File: config.mk
export PLATFORM = sky130hd
export DESIGN_NAME = adc_pair_sequencer
export DESIGN_NICKNAME = d
export VERILOG_FILES = /design/src/rtl/adcseq_pkg.sv /design/src/rtl/adcseq_counter.sv /design/src/rtl/adcseq_capture.sv /design/src/rtl/adc_pair_sequencer.sv
export SDC_FILE = /design/constraint.sdc
export NUM_CORES = 1
export LEC_CHECK = 0
export CELL_PAD_IN_SITES_DETAIL_PLACEMENT = 2
export CELL_PAD_IN_SITES_GLOBAL_PLACEMENT = 2
export CORE_UTILIZATION = 41
export DETAILED_ROUTE_END_ITERATION = 12
export DONT_BUFFER_PORTS = 1
export MAX_ROUTING_LAYER = met4
export PLACE_DENSITY = 0.91
export SLEW_MARGIN = 5
export SYNTH_ARGS = -nofsm -noshare
export SYNTH_HDL_FRONTEND = slang
export SYNTH_SLANG_ARGS = --single-unit
File: constraint.sdc
create_clock -name clk -period 7.31 [get_ports clk]
set_clock_uncertainty 0.05 [all_clocks]
set_input_delay 1.0965 -clock clk [delete_from_list [all_inputs] [get_ports clk]]
set_output_delay 1.0965 -clock clk [all_outputs]
set_load 0.02 [all_outputs]
File: src/rtl/adcseq_pkg.sv
// Package: shared state encoding for the ADC pair sequencer.
// The numeric codes are visible on the debug port and must not change.
package adcseq_pkg;

    typedef enum logic [4:0] {
        ST_IDLE    = 5'h00,
        ST_WARM    = 5'h01,
        ST_OS_A    = 5'h02,
        ST_OS_GAP  = 5'h03,
        ST_OS_B    = 5'h04,
        ST_OS_END  = 5'h05,
        ST_LP_A    = 5'h06,
        ST_LP_GAP  = 5'h07,
        ST_LP_B    = 5'h08,
        ST_LP_CHK  = 5'h09,
        ST_LP_NAP  = 5'h0A,
        ST_LP_WARM = 5'h0B,
        ST_NP_A    = 5'h0C,
        ST_NP_GAP  = 5'h0D,
        ST_NP_B    = 5'h0E,
        ST_NP_CHK  = 5'h0F,
        ST_NP_END  = 5'h10
    } seq_state_e;

    localparam int unsigned NUM_CH = 2;

endpackage

File: src/rtl/adcseq_counter.sv
// Module: adcseq_counter
// Up-counter with a synchronous clear that has priority over increment.
// Assumes the owner clears it before it can reach all-ones.
module adcseq_counter #(
    parameter int unsigned W = 8
) (
    input  logic         clk,
    input  logic         rst_n,
    input  logic         clr,
    input  logic         inc,
    output logic [W-1:0] cnt
);

    // Count register: reset, clear, or step by one.
    always_ff @(posedge clk) begin
        if (!rst_n)   cnt <= '0;
        else if (clr) cnt <= '0;
        else if (inc) cnt <= cnt + W'(1);
    end

    AST_CNT_NO_WRAP: assert property (@(posedge clk) disable iff (!rst_n)
        (inc && !clr) |-> (cnt != {W{1'b1}}));

endmodule

File: src/rtl/adcseq_capture.sv
// Module: adcseq_capture
// Holds the last converter result for each channel.
// A result is taken when the strobe coincides with that channel's select bit.
// Assumes sel is one-hot or zero.
module adcseq_capture #(
    parameter int unsigned DW  = 10,
    parameter int unsigned NCH = 2
) (
    input  logic                    clk,
    input  logic                    rst_n,
    input  logic                    clr,
    input  logic                    valid,
    input  logic [NCH-1:0]          sel,
    input  logic [DW-1:0]           din,
    output logic [NCH-1:0][DW-1:0]  vals
);

    for (genvar ch = 0; ch < NCH; ch++) begin : g_ch
        // Per-channel result holding register.
        always_ff @(posedge clk) begin
            if (!rst_n || clr)          vals[ch] <= '0;
            else if (valid && sel[ch])  vals[ch] <= din;
        end
    end

    AST_CAP_CLEAR: assert property (@(posedge clk) disable iff (!rst_n)
        clr |=> (vals == '0));
    AST_CAP_HOLD: assert property (@(posedge clk) disable iff (!rst_n)
        (!valid && !clr) |=> $stable(vals));

endmodule

File: src/rtl/adc_pair_sequencer.sv
// Module: adc_pair_sequencer
// Power and channel sequencer for a two-channel converter.
// Flows: oneshot, low-power periodic wake with promotion, normal-power debounce.
// Assumes adc_valid is a single-cycle strobe answering the current select,
// and that filt_all_match is valid together with the channel-1 strobe.
module adc_pair_sequencer
    import adcseq_pkg::*;
#(
    parameter int unsigned DW     = 10,
    parameter int unsigned PWR_W  = 4,
    parameter int unsigned WAKE_W = 24,
    parameter int unsigned LPC_W  = 8,
    parameter int unsigned NPC_W  = 16
) (
    input  logic              clk,
    input  logic              rst_n,
    input  logic              enable,
    input  logic              oneshot_mode,
    input  logic              lp_mode,
    input  logic              soft_rst,
    input  logic [PWR_W-1:0]  pwrup_cycles,
    input  logic [WAKE_W-1:0] wake_period,
    input  logic [LPC_W-1:0]  lp_need,
    input  logic [NPC_W-1:0]  np_need,
    input  logic              adc_valid,
    input  logic [DW-1:0]     adc_data,
    input  logic              filt_all_match,
    output logic              adc_pd,
    output logic [1:0]        adc_chsel,
    output logic [4:0]        dbg_state,
    output logic [DW-1:0]     ch0_value,
    output logic [DW-1:0]     ch1_value,
    output logic              ev_oneshot,
    output logic              ev_trans,
    output logic              ev_match
);

    localparam int unsigned TMR_W = (WAKE_W > PWR_W) ? WAKE_W : PWR_W;

    seq_state_e state, nxt;
    logic hold;
    logic pair_match;
    logic [TMR_W-1:0] tmr;
    logic [LPC_W-1:0] lp_cnt;
    logic [NPC_W-1:0] np_cnt;
    logic tmr_clr, tmr_inc, lp_clr, lp_inc, np_clr, np_inc;
    logic pwr_done, nap_done, lp_hit, np_hit;
    logic [NUM_CH-1:0][DW-1:0] ch_vals;

    assign hold     = soft_rst || !enable;
    assign pwr_done = (tmr >= TMR_W'(pwrup_cycles));
    assign nap_done = (({1'b0, tmr} + (TMR_W+1)'(1)) >= {1'b0, TMR_W'(wake_period)});
    assign lp_hit   = (({1'b0, lp_cnt} + (LPC_W+1)'(1)) >= {1'b0, lp_need});
    assign np_hit   = (({1'b0, np_cnt} + (NPC_W+1)'(1)) >= {1'b0, np_need});

    // Next-state selection for all three flows.
    always_comb begin
        nxt = state;
        if (hold) begin
            nxt = ST_IDLE;
        end else begin
            unique case (state)
                ST_IDLE:    nxt = ST_WARM;
                ST_WARM:    if (pwr_done) nxt = oneshot_mode ? ST_OS_A :
                                               (lp_mode ? ST_LP_A : ST_NP_A);
                ST_OS_A:    if (adc_valid) nxt = ST_OS_GAP;
                ST_OS_GAP:  nxt = ST_OS_B;
                ST_OS_B:    if (adc_valid) nxt = ST_OS_END;
                ST_OS_END:  nxt = ST_OS_END;
                ST_LP_A:    if (adc_valid) nxt = ST_LP_GAP;
                ST_LP_GAP:  nxt = ST_LP_B;
                ST_LP_B:    if (adc_valid) nxt = ST_LP_CHK;
                ST_LP_CHK:  nxt = (pair_match && lp_hit) ? ST_NP_A : ST_LP_NAP;
                ST_LP_NAP:  if (nap_done) nxt = ST_LP_WARM;
                ST_LP_WARM: if (pwr_done) nxt = ST_LP_A;
                ST_NP_A:    if (adc_valid) nxt = ST_NP_GAP;
                ST_NP_GAP:  nxt = ST_NP_B;
                ST_NP_B:    if (adc_valid) nxt = ST_NP_CHK;
                ST_NP_CHK:  if (pair_match) nxt = np_hit ? ST_NP_END : ST_NP_A;
                            else            nxt = lp_mode ? ST_LP_NAP : ST_NP_A;
                ST_NP_END:  nxt = ST_NP_END;
                default:    nxt = ST_IDLE;
            endcase
        end
    end

    // State register.
    always_ff @(posedge clk) begin
        if (!rst_n) state <= ST_IDLE;
        else        state <= nxt;
    end

    // Pair verdict, taken with the channel-1 strobe.
    always_ff @(posedge clk) begin
        if (!rst_n || hold)
            pair_match <= 1'b0;
        else if (adc_valid && (state == ST_OS_B || state == ST_LP_B || state == ST_NP_B))
            pair_match <= filt_all_match;
    end

    // Registered one-cycle event pulses, aligned with entry to the new state.
    always_ff @(posedge clk) begin
        if (!rst_n) begin
            ev_oneshot <= 1'b0;
            ev_trans   <= 1'b0;
            ev_match   <= 1'b0;
        end else begin
            ev_oneshot <= (nxt == ST_OS_END) && (state != ST_OS_END);
            ev_trans   <= (state == ST_LP_CHK) && (nxt == ST_NP_A);
            ev_match   <= (nxt == ST_NP_END) && (state != ST_NP_END);
        end
    end

    // Counter controls: one shared timer, two consecutive-match counters.
    always_comb begin
        tmr_inc = (state == ST_WARM) || (state == ST_LP_WARM) || (state == ST_LP_NAP);
        tmr_clr = hold || (nxt != state);
        lp_inc  = (state == ST_LP_CHK) && pair_match && !lp_hit;
        lp_clr  = hold || ((state == ST_LP_CHK) && !(pair_match && !lp_hit))
                       || ((state == ST_NP_CHK) && !pair_match);
        np_inc  = (state == ST_NP_CHK) && pair_match && !np_hit;
        np_clr  = hold || (state == ST_LP_CHK)
                       || ((state == ST_NP_CHK) && !(pair_match && !np_hit));
    end

    adcseq_counter #(.W(TMR_W)) u_tmr (
        .clk(clk), .rst_n(rst_n), .clr(tmr_clr), .inc(tmr_inc), .cnt(tmr));
    adcseq_counter #(.W(LPC_W)) u_lpcnt (
        .clk(clk), .rst_n(rst_n), .clr(lp_clr), .inc(lp_inc), .cnt(lp_cnt));
    adcseq_counter #(.W(NPC_W)) u_npcnt (
        .clk(clk), .rst_n(rst_n), .clr(np_clr), .inc(np_inc), .cnt(np_cnt));

    adcseq_capture #(.DW(DW), .NCH(NUM_CH)) u_cap (
        .clk(clk), .rst_n(rst_n), .clr(soft_rst), .valid(adc_valid),
        .sel(adc_chsel), .din(adc_data), .vals(ch_vals));

    // Output decode from the state code.
    always_comb begin
        adc_pd = (state == ST_IDLE) || (state == ST_OS_END) ||
                 (state == ST_LP_NAP) || (state == ST_NP_END);
        unique case (state)
            ST_OS_A, ST_LP_A, ST_NP_A: adc_chsel = 2'b01;
            ST_OS_B, ST_LP_B, ST_NP_B: adc_chsel = 2'b10;
            default:                   adc_chsel = 2'b00;
        endcase
    end

    assign dbg_state = state;
    assign ch0_value = ch_vals[0];
    assign ch1_value = ch_vals[1];

    AST_DISABLE_IDLE: assert property (@(posedge clk) disable iff (!rst_n)
        !enable |=> (dbg_state == 5'h00 && adc_pd));
    AST_SRST_IDLE: assert property (@(posedge clk) disable iff (!rst_n)
        soft_rst |=> (dbg_state == 5'h00 && ch0_value == '0 && ch1_value == '0));
    AST_CH0_ADVANCE: assert property (@(posedge clk) disable iff (!rst_n)
        (state == ST_NP_A && adc_valid && !hold) |=> (state == ST_NP_GAP));
    AST_OS_PARK: assert property (@(posedge clk) disable iff (!rst_n)
        (state == ST_OS_END && !hold) |=> (state == ST_OS_END));
    AST_TRANS_ORIGIN: assert property (@(posedge clk) disable iff (!rst_n)
        ev_trans |-> (state == ST_NP_A && $past(state) == ST_LP_CHK));
    AST_EV_EXCLUSIVE: assert property (@(posedge clk) disable iff (!rst_n)
        $onehot0({ev_oneshot, ev_trans, ev_match}));
    AST_CHSEL_ONEHOT: assert property (@(posedge clk) disable iff (!rst_n)
        $onehot0(adc_chsel));

endmodule

==> results of run 1 <==
[logic make-up after synthesis]
family,after synthesis,synth area share (%)
flops,77,27.74
fa+ha+maj,55,12.38
mux,26,4.684
buf+inv,81,6.125
xor+xnor,88,13.87
simple gates,282,26.68
compound gates,69,8.512
[path summary, 6_finish.rpt]
path                            endpoint  slack [ns]  depth (start not counted)                   startpoint
min reg2reg  u_lpcnt.cnt[1]$_SDFFE_PP0P_        0.52                          2  u_lpcnt.cnt[1]$_SDFFE_PP0P_
min          u_lpcnt.cnt[1]$_SDFFE_PP0P_        0.52                          2  u_lpcnt.cnt[1]$_SDFFE_PP0P_
max          u_npcnt.cnt[0]$_SDFFE_PP0P_        2.13                         13  u_npcnt.cnt[0]$_SDFFE_PP0P_
max reg2reg  u_npcnt.cnt[0]$_SDFFE_PP0P_        2.13                         13  u_npcnt.cnt[0]$_SDFFE_PP0P_
[Yosys cell counts, drive strengths merged, types with 2 or more instances]
cell type,instances
or2,2
nor3b,2
nand3,26
and4,6
nor2,82
nand4,19
ha,55
nor3,42
dfxtp,77
a21o,4
nor4,10
buf,12
a211oi,6
or3,6
mux2i,26
or3b,2
a21oi,22
nor2b,6
inv,56
a21boi,2
clkbuf,13
a31oi,3
xor2,46
nand2b,6
nand2,56
o21ai,14
xnor2,42
a221oi,2
a211o,2
and3,12
[power by group through the flow]
stage / registers [mW] / logic [mW] / clock network, mW
final: 0.422 / 0.0480 / 0.499
after global routing: 0.421 / 0.0532 / 0.518
after CTS: 0.421 / 0.0485 / 0.505
after detailed placement: 0.431 / 0.0465 / 0
after global placement: 0.431 / 0.0415 / 0
after floorplan: 0.430 / 0.0356 / 0
[layer usage]
| metal | up-vias | GRT usage [%] | part of all wire [%] |
|---|---|---|---|
| li1 | 2317 | - | - |
| met1 | 2462 | 29.48 | 38 |
| met2 | 158 | 53.79 | 53 |
| met3 | 74 | 5.309 | 3.9 |
| met4 | 0 | 17.33 | 5.0 |
| met5 | - | - | 0 |
[worst register-to-register path: stages, from the launching register on]
cell	delay [ns]
dfxtp_1	0.49
ha_1	0.28
nand3_1	0.23
nor3_1	0.75
nand3_1	0.27
xnor2_1	0.36
ha_1	0.34
a211oi_1	0.34
o21ai_0	0.20
o2bb2ai_1	0.27
or3b_2	0.55
o21ai_0	0.25
nand2_1	0.43
nor2_1	0.28
[through the flow]
step           setup WS (ns)  hold WS [ns]  utilization, %  area, sq um  power [mW]
2_1_floorplan          3.584        0.4380               -         5557      0.4653
3_3_place_gp           2.992        0.4562           42.75         5662      0.4722
3_5_place_dp           2.499        0.5157           42.75         5662      0.4773
4_1_cts                2.172        0.5244           45.22         5988      0.9747
5_1_grt                1.898        0.5591           45.22         5988      0.9930
6_report               2.129        0.5196           45.22         5988      0.9682
[state kept, by name (all words and copies together), names as in the netlist]
signal	count
ev_trans	1
u_lpcnt.cnt	8
u_cap.vals	20
pair_match	1
u_npcnt.cnt	16
u_tmr.cnt	24
dbg_state	5
ev_match	1
ev_oneshot	1
[layout make-up]
| type | count | area, sq um |
|---|---|---|
| fill | 1483 | 7254 |
| multi-input combinational | 520 | 3675 |
| sequential | 77 | 1541 |
| clock buffer | 12 | 256.5 |
| tap | 176 | 220.2 |
| inverter | 56 | 210.2 |
| clock inverter | 4 | 70.07 |
| timing repair buffer | 2 | 15.01 |
==> results list, run 1 <==
- Most frequent standard cell in the layout excluding fill and tap cells: nor2_1
* Row count: 42
- The number of global-route vias before repair is 5785.
- The slowest stage of the critical path is the nor3_1 cell.
* Remaining antenna violation count after routing: 0
- Buffers placed on the I/O ports in this run total 0.
* Final Routed Wirelength: 19310 um
* Share of layout cells above drive strength 1: 7.303%
* Ratio of total power to cell area: 161.7 nW/um^2
- Number of hold buffers added after cts: 0
- Measured against its own limit, the worst slew margin works out to 29.39%.
- Before antenna repair, the detailed router went through 4 iterations.
* Mean instance size in the synthesized netlist: 8.196 sq um
- Half-perimeter wire length after detailed placement: 13590 um
- The initial antenna violation count came to 0.
* I/O Pins: 101
- Count of clock tree sinks: 77
- Counting the buffers created by CTS gives 9.
* Logic gate share of total power: 5.0%
* Slew @ Worst Pin: 1.049 ns
* Leading cell types in the layout, fill and taps excluded: nor2_1, dfxtp_1, inv_1
- Post-CTS Setup Repair Bufs: 0
- The repair_antennas step left the layout with diodes totalling 0.
* Power dissipated by switching net loads: 216.3 uW
* Library cell with the largest summed area after synthesis: dfxtp_1
- For the worst setup path, the data arrival time is 5.39 ns.
- The kind of cell with the highest combined delay along the critical path is simple AND/OR/NAND/NOR gates.
- Top post-synthesis cells by area: dfxtp_1, ha_1, xor2_1
* Clock Power Share: 51.5%
- In the global route stage, overall resource usage came out at 29.55%.
- Routability-driven placement congestion ratio: 0.8480
- Crit path max fanout: 16
- Cell count after placement: 831
* DIE HEIGHT: 118.4 um
- Data on the critical path is required at its endpoint by 7.52 ns.
- Hold Path Class: register to register
* Number of gates resized after CTS: 0
- Max-cap violations in this run came to 0.
* Final period utilization: 70.87%
- Counting flops with a built-in enable in the synthesized netlist gives 0.
* Number of standard cells in the final layout excluding fillers: 847
* Post-Syn Area: 5557 sq um
* Remaining routing DRC violations: 0
- Die X-Extent: 118.4 um
* Layout-stage area growth over the synthesis result: 7.768%
- Average routed wire per standard cell: 22.80 um
* CP cell instances: ha_1, nand3_1, nor3_1, nand3_1, xnor2_1, ha_1, a211oi_1, o21ai_0, o2bb2ai_1, or3b_2, o21ai_0, nand2_1, nor2_1
- STA classifies the critical path startpoint as a register.
- Number of buffers on the longest clock path: 2
- The analysis attributes to cell leakage a power of 2.582 nW.
- Setup violations remaining at the end of the flow were counted as 0.
- For this run, the slowest stage of the critical path takes 0.75 ns.
- STA classifies the critical path endpoint as a register.
- The worst path in the final design needs a cycle of 5.181 ns, including I/O delays and setup.
* Aggregate negative setup slack: 0 ns
* Wire length of the first global-routing pass: 31380 um
* Placeable core area: 13240 sq um
- Routed vias/inst: 5.916
* FF+latch count, synth: 77
* Starting utilization of the core area: 41.96%
- TritonCTS built the clock tree.
- Register clock-pin slew on the reported worst setup and hold paths: 0.06 ns
- Global route total overflow: 0
- At the later pin of the worst-skew pair, clock insertion delay measures 0.35 ns.
- Sw Share: 22.34%
* Library cells used by synthesis: 54
* Run status: finished, final reports clean
* Syn Inst Count: 678
- During synthesis, Yosys emitted a total of 0 warnings.
- Summing over every cut layer, the via total after detailed routing is 5011.
- The share of synthesized area in the top cell type comes to 27.74%.
* H-tree Lvls: 3
- Max VDD drop: 0.09735 mV
- Fraction of the yosys area taken by sequential cells: 27.74%
- Buffers and inverters on the worst path: 0
- Share of synthesized flip-flops with an asynchronous set or reset: 0%
- Cell internal power was estimated by the tool at 751.9 uW.
* Seq pwr share: 43.5%
- Prevailing post-synth register cell: dfxtp_1
* Drt initial violations: 256
- Maximum number of pins on one net before global-route repair: 26
* Final-report hold violation count: 0
- Clk root buf: clkbuf_16
- The max-slew violation total from the final report is 0.
* RSZ-0062 raised after global routing: false
- Synthesis produced a netlist with a net count of 803.
* Category of the most critical setup path: register to register
* Peak Freq: 193.0 MHz
* Overall die area: 14020 sq um
- In the final design database the tool counted 791 nets.
(Power assumes the default switching activity.)
==> inputs of run 2 (changes only) <==
Settings changed: CORE_UTILIZATION 41 to 34, PLACE_DENSITY 0.91 to 0.81.
Clock period 7.31 ns to 4.61 ns, I/O delays scaled along.
==> run 2 against run 1 <==
Compared with the run above: first-iteration DRC count fell by 43%; utilization decreased by 7.2 points; via count fell by 4.7%; critical path depth rose by 2; die area increased by 20%; combinational power up 55%; global-route usage decreased by 8.7 points; setup slack worse by 1.8 ns; flip-flop and latch count unchanged; non-clock buffer count up 7; maximum frequency grew 21%; register-to-register slack worse by 1.8 ns.
==> results list, run 2 (same netlist as run 1, synthesis figures left out) <==
- Run status: finished, final reports clean (unchanged).
* Utilization after layout: 37.99% (was 45.22%)
- The clock network latency to the later pin of the worst-skew pair is 0.35 ns (about the same).
* Most frequent standard cell in the layout excluding fill and tap cells: nor2_1 (unchanged)
* # port buffers: 0 (unchanged)
- Register with the most flip-flops: u_tmr.cnt (unchanged)
* Data required time at the worst endpoint: 4.77 ns (was 7.52 ns)
* Routed vias/inst: 5.342 (was 5.916)
- Ratio of total power to cell area: 234.9 nW/um^2 (was 161.7 nW/um^2)
* Crit path max fanout: 16 (unchanged)
* Leading cell types in the layout, fill and taps excluded: nor2_1, dfxtp_1, inv_1 (unchanged)
- Number of buffers on the longest clock path: 2 (unchanged)
- The worst hold path cell count came to 2 (unchanged).
- Antenna fix cells: 0 (unchanged)
- RSZ-0062 raised after global routing: false (unchanged)
* Placeable core area: 15940 sq um (was 13240 sq um)
- Row count: 46 (was 42)
- The post-cts repair resize count is 0 (unchanged).
- The critical path startpoint is u_tmr.cnt[0]$_SDFFE_PP0P_ (was u_npcnt.cnt[0]$_SDFFE_PP0P_).
- The kind of path behind the tightest hold check was input pin to register (was register to register).
- Register clock-pin slew on the reported worst setup and hold paths: 0.06 ns (about the same)
* Drt initial violations: 147 (was 256)
* Seq pwr share: 46.9% (was 43.5%)
- The max-slew violation total from the final report came to 0 (unchanged).
* Endpoint kind of the worst setup timing path: register (unchanged)
* Count of clock tree sinks: 77 (unchanged)
- Remaining antenna violation count after routing: 0 (unchanged)
* Hold Startpoint: filt_all_match (was u_lpcnt.cnt[1]$_SDFFE_PP0P_)
- Final period utilization: 92.77% (was 70.87%)
- Layout-stage area growth over the synthesis result: 9.007% (was 7.768%)
- The number of max-cap violations came to 0 (unchanged).
* Number of buffers created by CTS: 9 (unchanged)
- Aggregate negative setup slack: 0 ns (unchanged)
- The wire length of the first global-routing pass is 26570 um (was 31380 um).
- The minimum clock period was 4.277 ns (was 5.181 ns).
- The sum of routed wire length over all layers is 16230 um (was 19310 um).
- Half-perimeter wire length after detailed placement: 12770 um (was 13590 um)
- Slew @ Worst Pin: 0.8337 ns (was 1.049 ns)
* Clock tree from TritonCTS: done (unchanged)
- The data arrival at the endpoint of the critical path was 4.44 ns (was 5.39 ns).
- Share of layout cells above drive strength 1: 8.407% (was 7.303%)
- Overall die area: 16860 sq um (was 14020 sq um)
* Number of hold buffers added after cts: 0 (unchanged)
- Max VDD drop: 0.1327 mV (was 0.09735 mV)
- The worst-case hold path end point is pair_match$_SDFFE_PP0P_ (was u_lpcnt.cnt[1]$_SDFFE_PP0P_).
* Via count: 4776 (was 5011)
- The pin count of the biggest net entering global routing was 31 (was 26).
- The number of fillers in the final layout is 1832 (was 1483).
* Worst reg2reg endpoint: u_tmr.cnt[11]$_SDFFE_PP0P_ (was u_npcnt.cnt[0]$_SDFFE_PP0P_)
- Global route total overflow: 0 (unchanged)
* Total internal power: 1.061 mW (was 751.9 uW)
- The horizontal die dimension is 129.8 um (was 118.4 um).
* I/O Pins: 101 (unchanged)
- The reg-to-reg critical path startpoint is u_tmr.cnt[0]$_SDFFE_PP0P_ (was u_npcnt.cnt[0]$_SDFFE_PP0P_).
* Remaining routing DRC violations: 0 (unchanged)
- Static Leak: 2.595 nW (was 2.582 nW)
- The total setup violations reported at the end of the flow was 0 (unchanged).
- The critical path class is register to register (unchanged).
* H-tree Lvls: 3 (unchanged)
- Power dissipated by switching net loads: 361.2 uW (was 216.3 uW)
- Final-report hold violation count: 0 (unchanged)
- Starting utilization of the core area: 34.85% (was 41.96%)
- Top flop regs: u_tmr.cnt x24, u_cap.vals x20, u_npcnt.cnt x16 (unchanged).
- DIE HEIGHT: 129.8 um (was 118.4 um)
* Logic gate share of total power: 5.2% (was 5.0%)
* Clk root buf: clkbuf_16 (unchanged)
- Worst slew slack as a fraction of its limit: 44.34% (was 29.39%)
- The fraction of power consumed by the clock network is 47.8% (was 51.5%).
- Setup slack of the most critical reg-to-reg path: 0.33 ns (was 2.13 ns)
- The depth of the worst register-to-register path was 15 (was 13).
- Category of the worst setup path launch point: register (unchanged)
- Peak Freq: 233.8 MHz (was 193.0 MHz)
- The global-route total usage across every layer came to 20.81% (was 29.55%).
- Post-CTS Setup Repair Bufs: 0 (unchanged)
- Number of antenna violations at the first check in global routing: 0 (unchanged)
- Max FFs per register: 24 (unchanged)
- Detailed-router iteration count before antenna repair: 4 (unchanged)
* Average routed wire per standard cell: 18.15 um (was 22.80 um)
* Number of nets in the finished design: 798 (was 791)
* Routability-driven placement congestion ratio: 0.8353 (was 0.8480)
* Number of global-route vias before repair: 5395 (was 5785)
* Sw Share: 25.39% (was 22.34%)
## run 2: changes by cell type in the layout (fill, tap and decap cells not counted)
cell / delta
buf_12: +1
clkinv_4: +1
bufinv_16: -2
clkbuf_8: -2
clkinvlp_4: +2
inv_6: +3
clkbuf_1: -1
clkinv_2: -1
buf_4: +6
## run 2: stage by stage
step	std cells	area [sq um]	setup WS (ns)	hold WS, ns	power (mW)
3_5_place_dp	878	5777	0.3849	0.4813	0.7582
2_1_floorplan	678	5557	0.8837	0.4380	0.7379
3_3_place_gp	878	5777	0.6290	0.4571	0.7522
4_1_cts	894	6057	0.3043	0.4357	1.442
6_report	894	6057	0.3334	0.4434	1.423
5_1_grt	894	6057	0.03211	0.4354	1.474
## run 2: worst max path at each step
stage	end	depth (start not counted)	slack (ns)
3_5_place_dp	u_tmr.cnt[18]$_SDFFE_PP0P_	15	0.38
3_3_place_gp	u_tmr.cnt[13]$_SDFFE_PP0P_	16	0.63
5_1_grt	u_tmr.cnt[14]$_SDFFE_PP0P_	16	0.03
6_report	u_tmr.cnt[11]$_SDFFE_PP0P_	15	0.33
4_1_cts	u_tmr.cnt[11]$_SDFFE_PP0P_	15	0.30
2_1_floorplan	u_tmr.cnt[10]$_SDFFE_PP0P_	16	0.88
## run 2: critical path, stage by stage, from the launching register on
cell and delay (ns):
dfxtp_1 0.45, ha_1 0.25, nand3_1 0.22, nor4_1 0.64
nand4_1 0.21, xnor2_1 0.17, ha_1 0.30, nand4_1 0.09
or3_1 0.44, a211o_1 0.30, a31oi_1 0.14, nor4_1 0.08
buf_4 0.16, a21oi_4 0.35, buf_12 0.23, nor3_2 0.06
## run 2: layout make-up
type	count	area [sq um]	area share [%]
Inverter	56	210.2	3.470
Timing Repair Buffer	9	80.08	1.322
Tap cell	216	270.3	4.462
Clock inverter	7	55.05	0.9089
Sequential cell	77	1541	25.45
Clock buffer	9	225.2	3.718
Multi-Input combinational cell	520	3675	60.67
## run 2: power by group through the flow
stage / combinational [mW] / clock [mW] / sequential (mW)
2_1_floorplan: 0.0564 / 0 / 0.681
3_3_place_gp: 0.0692 / 0 / 0.683
3_5_place_dp: 0.0751 / 0 / 0.683
4_1_cts: 0.0763 / 0.697 / 0.668
5_1_grt: 0.0848 / 0.721 / 0.668
6_report: 0.0742 / 0.681 / 0.668
## run 2: per-layer routing
| metal | global-route usage [%] | vias to the layer above | routed length, um |
|---|---|---|---|
| met4 | 7.456 | 0 | 316 |
| met5 | - | - | 0 |
| li1 | - | 2316 | - |
| met2 | 36.93 | 84 | 8270 |
| met1 | 23.28 | 2350 | 7051 |
| met3 | 3.772 | 26 | 592 |
